**src/rtl/sloop_pkg.sv**
```systemverilog
package sloop_pkg;

  // Modulo increment used by the phase counter.
  function automatic int unsigned wrap_inc(input int unsigned v, input int unsigned lim);
    return (v + 1 >= lim) ? 0 : v + 1;
  endfunction

  // Bit periods from capture edge to first serial bit.
  function automatic int unsigned first_bit_delay(input int unsigned load_ph);
    return load_ph;
  endfunction

endpackage

```
**src/rtl/byte_phase_gen.sv**
```systemverilog
module byte_phase_gen #(
  parameter int unsigned WORD_W  = 10,
  parameter int unsigned LOAD_PH = 4
) (
  input  logic clk,
  input  logic rst_n,
  output logic latch_evt,
  output logic load_evt
);
  import sloop_pkg::*;
  localparam int unsigned PH_W = (WORD_W > 1) ? $clog2(WORD_W) : 1;

  logic [PH_W-1:0] ph_q;

  always_ff @(posedge clk) begin
    if (!rst_n) ph_q <= '0;
    else        ph_q <= PH_W'(wrap_inc(int'(ph_q), WORD_W));
  end

  assign latch_evt = (ph_q == '0);
  assign load_evt  = (ph_q == PH_W'(LOAD_PH));

  AST_STB_SINGLE: assert property (@(posedge clk) disable iff (!rst_n)
    latch_evt |=> !latch_evt);

  AST_LOAD_SPACING: assert property (@(posedge clk) disable iff (!rst_n)
    load_evt |=> !load_evt);

endmodule

```
**src/rtl/tx_word_path.sv**
```systemverilog
module tx_word_path #(
  parameter int unsigned WORD_W = 10
) (
  input  logic              clk,
  input  logic              rst_n,
  input  logic              latch_evt,
  input  logic              load_evt,
  input  logic [WORD_W-1:0] word_in,
  output logic              tx_bit
);
  logic [WORD_W-1:0] hold_q;
  logic [WORD_W-1:0] shreg_q;
  logic              started_q;

  always_ff @(posedge clk) begin
    if (!rst_n)         hold_q <= '1;
    else if (latch_evt) hold_q <= word_in;
  end

  always_ff @(posedge clk) begin
    if (!rst_n) begin
      shreg_q   <= '1;
      started_q <= 1'b0;
    end else if (load_evt) begin
      shreg_q   <= hold_q;
      started_q <= 1'b1;
    end else begin
      shreg_q   <= {1'b1, shreg_q[WORD_W-1:1]};
    end
  end

  assign tx_bit = shreg_q[0];

  AST_IDLE_HIGH: assert property (@(posedge clk) disable iff (!rst_n)
    !started_q |-> tx_bit);

  AST_FIRST_BIT: assert property (@(posedge clk) disable iff (!rst_n)
    load_evt |=> (tx_bit == $past(hold_q[0])));

  AST_HOLD_STABLE: assert property (@(posedge clk) disable iff (!rst_n)
    !latch_evt |=> $stable(hold_q));

endmodule

```
**src/rtl/loop_select.sv**
```systemverilog
module loop_select #(
  parameter int unsigned SYNC_STAGES = 2
) (
  input  logic clk,
  input  logic rst_n,
  input  logic load_evt,
  input  logic loop_req,
  input  logic tx_bit,
  input  logic ext_in,
  output logic ext_out,
  output logic rx_bit
);
  logic [SYNC_STAGES-1:0] sync_q;
  logic                   req_sync;
  logic                   mode_q;

  generate
    if (SYNC_STAGES == 1) begin : g_one
      always_ff @(posedge clk) begin
        if (!rst_n) sync_q <= '0;
        else        sync_q <= loop_req;
      end
    end else begin : g_many
      always_ff @(posedge clk) begin
        if (!rst_n) sync_q <= '0;
        else        sync_q <= {sync_q[SYNC_STAGES-2:0], loop_req};
      end
    end
  endgenerate

  assign req_sync = sync_q[SYNC_STAGES-1];

  always_ff @(posedge clk) begin
    if (!rst_n)        mode_q <= 1'b0;
    else if (load_evt) mode_q <= req_sync;
  end

  assign ext_out = mode_q ? 1'b1   : tx_bit;
  assign rx_bit  = mode_q ? tx_bit : ext_in;

  AST_MODE_AT_BOUNDARY: assert property (@(posedge clk) disable iff (!rst_n)
    (mode_q != $past(mode_q)) |-> $past(load_evt));

  AST_PARK_HIGH: assert property (@(posedge clk) disable iff (!rst_n)
    (mode_q && !ext_out) |-> 1'b0);

endmodule

```
**src/rtl/serial_tx_loop.sv**
```systemverilog
module serial_tx_loop #(
  parameter int unsigned WORD_W      = 10,
  parameter int unsigned LOAD_PH     = 4,
  parameter int unsigned SYNC_STAGES = 2
) (
  input  logic              clk,
  input  logic              rst_n,
  input  logic [WORD_W-1:0] tx_word,
  output logic              byte_stb,
  input  logic              loop_en,
  input  logic              ser_in,
  output logic              ser_out,
  output logic              rx_bit
);
  logic latch_evt;
  logic load_evt;
  logic tx_bit;

  byte_phase_gen #(.WORD_W(WORD_W), .LOAD_PH(LOAD_PH)) u_phase (
    .clk       (clk),
    .rst_n     (rst_n),
    .latch_evt (latch_evt),
    .load_evt  (load_evt)
  );

  tx_word_path #(.WORD_W(WORD_W)) u_path (
    .clk       (clk),
    .rst_n     (rst_n),
    .latch_evt (latch_evt),
    .load_evt  (load_evt),
    .word_in   (tx_word),
    .tx_bit    (tx_bit)
  );

  loop_select #(.SYNC_STAGES(SYNC_STAGES)) u_sel (
    .clk      (clk),
    .rst_n    (rst_n),
    .load_evt (load_evt),
    .loop_req (loop_en),
    .tx_bit   (tx_bit),
    .ext_in   (ser_in),
    .ext_out  (ser_out),
    .rx_bit   (rx_bit)
  );

  assign byte_stb = latch_evt;

  AST_STB_SEPARATE: assert property (@(posedge clk) disable iff (!rst_n)
    !(latch_evt && load_evt));

endmodule

```
**config.mk**
```make
export PLATFORM = sky130hd
export DESIGN_NAME = serial_tx_loop
export DESIGN_NICKNAME = d
export VERILOG_FILES = /design/src/rtl/sloop_pkg.sv /design/src/rtl/byte_phase_gen.sv /design/src/rtl/tx_word_path.sv /design/src/rtl/loop_select.sv /design/src/rtl/serial_tx_loop.sv
export SDC_FILE = /design/constraint.sdc
export NUM_CORES = 1
export LEC_CHECK = 0
export CAP_MARGIN = 20
export CORE_ASPECT_RATIO = 1.1
export CORE_MARGIN = 1.5
export CORE_UTILIZATION = 54
export CTS_BUF_LIST = sky130_fd_sc_hd__clkbuf_4 sky130_fd_sc_hd__clkbuf_8
export DETAILED_ROUTE_END_ITERATION = 7
export GPL_ROUTABILITY_DRIVEN = 0
export HOLD_SLACK_MARGIN = 0.03
export PLACE_DENSITY_LB_ADDON = 0.05
export RECOVER_POWER = 25
export SLEW_MARGIN = 15
export SYNTH_ARGS = -nofsm -noshare
export SYNTH_HDL_FRONTEND = slang
export SYNTH_SLANG_ARGS = --single-unit
```
**constraint.sdc**
```tcl
create_clock -name clk -period 2 [get_ports clk]
set_input_delay 0.2 -clock clk [delete_from_list [all_inputs] [get_ports clk]]
set_output_delay 0.2 -clock clk [all_outputs]
set_load 0.01 [all_outputs]
```
# --- Word-level counts from Yosys, hierarchy flattened ---
# Index checks and enable logic that the tools add are counted.
op_classes:
  addsub: 1
  magnitude_cmp: 1
  eq_ne: 1
  n_reduce_logical: 3
  muxes: 3
  bitwise: 1
ops:
  columns: ["cell", "n"]
  rows:
  - ["$ge 32x4->1 const B", 1]
  - ["$mux 9", 1]
  - ["$add 4x1->5 const B", 1]
  - ["$eq 4x3->1 const B", 1]
  - ["$logic_not 4->1", 1]
  - ["$mux 1", 2]
  - ["$reduce_and 2->1", 1]
  - ["$reduce_or 2->1", 1]
  - ["$not 1->1", 1]
word_totals:
  word_cells: 16
  register_bits: 27

# --- Logic depth before layout (Yosys ltp) ---
depth:
  depth_word: 3
  ltp_mapped: 7
  ltp_nobuf: 6

# --- Hierarchy ---
# From an unflattened synthesis, not the netlist that was laid out.
hier_totals:
  hier_cells: 98
  area_unflattened_um2: 1063.5
by_module_without_submodules:
  columns: ["module", "area_each_um2", "n_inst", "cells_each"]
  rows:
  - ["tx_word_path", 700.7, 1, 63]
  - ["byte_phase_gen", 252.7, 1, 26]
  - ["loop_select", 110.1, 1, 9]

# --- Worst setup path before layout ---
# No wires, ideal clock.
synth_path:
  kind: "flip-flop to flip-flop"
  start: "register u_phase.ph_q[0]"
  end: "register u_phase.ph_q[0]"
  path_buffers: 0
  arrival_time_ns: 1.327
  stages_incl_launch_ff: 5
  path_slack_ns: 0.594
  setup_ns: 0.079
  required_ns: 1.921
  path_cell_list: "dfxtp_1 inv_1 ha_1 or3_1 a211oi_2"
synth_via:
  elab_chain_len: 3
synth_rtl:
  columns: ["item", "line_no", "source"]
  rows:
  - ["start, declared", "byte_phase_gen.sv:13", "logic [PH_W-1:0] ph_q;"]
  - ["start signal, assigned", "byte_phase_gen.sv:17", "else ph_q <= PH_W'(wrap_inc(int'(ph_q), WORD_W));"]
  - ["$add 4x1->5 *", "sloop_pkg.sv:5", "return (v + 1 >= lim) ? 0 : v + 1;"]
  - ["$ge 32x4->1", "sloop_pkg.sv:5", null]
  - ["$reduce_or 2->1 (no line)", null, null]
# Mark *: on every way between the ends. The rest lies on a longest branch, timed or not.
# A chain may end at the register's enable or synchronous reset.

# --- Worst setup path in the final report ---
layout_path:
  start: "register u_phase.ph_q[0]"
  end: "output byte_stb"
layout_via:
  elab_chain_len: 1
layout_rtl:
  columns: ["item", "line_no", "source"]
  rows:
  - ["$logic_not 4->1", "byte_phase_gen.sv:20", "assign latch_evt = (ph_q == '0);"]
  - ["end, declared", "serial_tx_loop.sv:9", "output logic byte_stb,"]
# No other way between the ends.

==> impl_metrics.ini <==
[routing]
postRouteWirelength_mm = 1.71
via_count = 811
drc = 0
detail_route.wl_per_cell_microns = 11.0
drt-initial-drc-count = 14
postRouteAntennaNets = 0
vias_per_cell = 5.20
first_pass_iters = 4

[layout]
final_cell_mix = nand2_1, dfxtp_1, nand3_1
seqCellArea_sq_um = 542
area_growth_syn_to_layout_pct = 17.2
final_common_cell = nand2_1
layout.nets = 156
final_area_sq_mm = 0.00124
multi_input_area_sq_um = 452
final_layout_size_suffix_gt1_share_pct = 9.42
fill_cells = 157
final_cells = 156
antennaDiodeCount = 0

[critical_path]
critPathTopFamily = flip-flops
end_kind = primary output
crit_buf_inv = 3
path_cells = inv_1 -> ha_1 -> or3b_4 -> inv_2 -> dlygate4sd2_1
critical_path_class = reg -> out
required_ns = 1.80
r2r-end = u_phase.ph_q[0]
r2r-start = u_phase.ph_q[0]
path_max_fanout = 6
critPathMaxStageDelay_ns = 0.39
cpMaxStageDelayCell = dfxtp_1
critical_path_arrival_ns = 1.66
cp-start-kind = register
r2r_cells = 4
r2r_setup_slack_ns = 0.46

[cts]
clock_sinks = 27
cts_setup_buffers = 0
cts_hold_buf = 0
clk_pin_slew_ns = 0.13
worstSkewPairLatency_ns = 0.31
cts_made_buffers = 3
htreeDepth = 1
clk_path_buf_depth = 2
cts_root_buf = clkbuf_4
cts_tree = built

[logic_synthesis]
syn-cell-area_sq_mm = 0.00106
synth_area_per_cell_sq_um = 8.60
synth-simple-area-share_pct = 32.9
ys_ff_latch = 27
yosysUniqueCellTypes = 24
ys_warn_count = 0
synth-xor-area-share_pct = 2.49
synthAdderAreaFrac_pct = 3.55
mappedNetlistNets = 140
synth_compound_area_share_pct = 2.72
synth.area.mux_share_pct = 1.07
syn_inst = 123
yosysSeqAreaShare_pct = 51.1
synth_top_family_by_area = simple AND/OR/NAND/NOR gates

[power]
total_power_mw = 0.991
swShare_pct = 24.2
cellInternalPower_mw = 0.751
p_comb_share_pct = 16.1
clkPwrFrac_pct = 23.6
switching_power_mw = 0.240
ir_drop_mv = 0.621
p_per_area_mw_per_mm2 = 800
seq_power_share_pct = 60.4
p_leak_nw = 0.555

[timing]
relSlewSlack_pct = 71.6
fin_setup_tns_ns = 0
setup_viol = 0
fin_crit_sh_pct = 93.1
hold-worst-slack_ns = 0.435
finalMaxSlewViolations = 0
timing.fmax_ghz = 0.537
clock_skew_ns = 0.00342
tightest_slew_ns = 0.425
rsz0062_at_grt = false
layout_min_cycle_time_ns = 1.86
hold_viol_final = 0

[die]
rows = 16
die_x_microns = 45.2
core_sq_mm = 0.00180
dieArea_sq_mm = 0.00223
die_h_microns = 49.4
initial_utilization_pct = 58.7
ios = 17

[grt]
grt_use_total_pct = 17.3
grt-ovfl-total = 0
antenna_found_initial = 0
grt_pass1_vias = 753
grt_pass1_wl_mm = 2.97
grt_start_max_net_pins = 22

[placed_design]
placed_area_sq_mm = 0.00121
dpl.hpwl_mm = 1.18
portBuffers = 16
dp_cells = 152

[min_path]
hold_class = in -> reg
hold_path.startpoint = tx_word[8]
min_to = u_path.hold_q[8]
whs_path_depth = 3

[run_status]
status = finished, final reports clean

[job]
drv_cap = 0
## cell type report
| cell class | instances | share of cell area, % |
|---|---|---|
| timing repair buffer | 19 | 14.6 |
| clock buffer | 4 | 2.42 |
| multi-input combinational | 85 | 36.5 |
| inverter | 3 | 0.909 |
| tap | 18 | 1.82 |
| sequential | 27 | 43.7 |
## per-stage QoR
stage               utilization (%)  worst slack [ns]
global placement               67.1             0.261
detailed placement             67.1             0.235
finish                         68.8             0.138
global route                   68.8            0.0431
floorplan                         -             0.594
CTS                            68.8             0.169
## worst register-to-register path, cell delays in order (launching register included)
cell      delay (ns)
dfxtp_1         0.46
inv_1           0.07
ha_1            0.31
or3_1           0.40
a211oi_2        0.22
## per-layer routing
metal	wire (microns)	track usage, %	vias up
li1	-	-	429
met1	809	23.1	361
met2	814	28.1	21
met3	84	3.33	0
met4	0	4.41	0
met5	0	0	-
## power by group through the flow
| stage | logic, mW | registers, mW | clock network [mW] |
|---|---|---|---|
| floorplan | 0.115 | 0.604 | 0 |
| global placement | 0.161 | 0.608 | 0 |
| detailed placement | 0.164 | 0.610 | 0 |
| CTS | 0.162 | 0.599 | 0.244 |
| global route | 0.183 | 0.603 | 0.265 |
| finish | 0.159 | 0.599 | 0.234 |
## sequential cells by signal, summed over array words and instances, names as in the netlist
register,flops
u_path.hold_q,10
u_path.shreg_q,10
u_phase.ph_q,4
u_sel.mode_q,1
u_sel.sync_q,2
## synth_stat cells
| library cell | number | area (sq um) |
|---|---|---|
| a211oi_2 | 1 | 12.5 |
| a21boi_0 | 1 | 7.51 |
| and2_1 | 2 | 12.5 |
| and3b_1 | 1 | 8.76 |
| and4_1 | 1 | 8.76 |
| buf_2 | 1 | 5.00 |
| buf_4 | 2 | 15.0 |
| buf_6 | 2 | 22.5 |
| clkbuf_1 | 3 | 11.3 |
| dfxtp_1 | 27 | 541 |
| ha_1 | 3 | 37.5 |
| inv_1 | 2 | 7.51 |
| inv_2 | 1 | 3.75 |
| mux2_2 | 1 | 11.3 |
| nand2_1 | 43 | 161 |
| nand3_1 | 21 | 105 |
| nand3b_1 | 3 | 22.5 |
| nor3_1 | 1 | 5.00 |
| o32ai_1 | 1 | 8.76 |
| or2_2 | 1 | 6.26 |
| or3_1 | 1 | 6.26 |
| or3b_4 | 1 | 11.3 |
| xnor2_1 | 1 | 8.76 |
| xor2_1 | 2 | 17.5 |
## worst max-delay path by stage
stage                     from               to  slack (ns)  cells past startpoint
2_1_floorplan  u_phase.ph_q[0]  u_phase.ph_q[0]        0.59                      4
3_3_place_gp   u_phase.ph_q[0]         byte_stb        0.26                      5
3_5_place_dp   u_phase.ph_q[0]         byte_stb        0.24                      5
4_1_cts        u_phase.ph_q[1]         byte_stb        0.17                      5
5_1_grt        u_phase.ph_q[0]         byte_stb        0.04                      5
6_report       u_phase.ph_q[0]         byte_stb        0.14                      5
## timing repair
item	CTS	global route
endpoints found under the setup margin	1	0
endpoints found under the hold margin	0	0
resized for setup	3	0
## cell families (layout without fill, tap and decap cells)
kind of cell / count (synthesis) / after routing
compound gates: 3 / 3
xor+xnor: 3 / 3
fa+ha+maj: 3 / 3
buf+inv: 11 / 26
flops: 27 / 27
mux: 1 / 1
simple gates: 75 / 75
(Power assumes the default switching activity.)
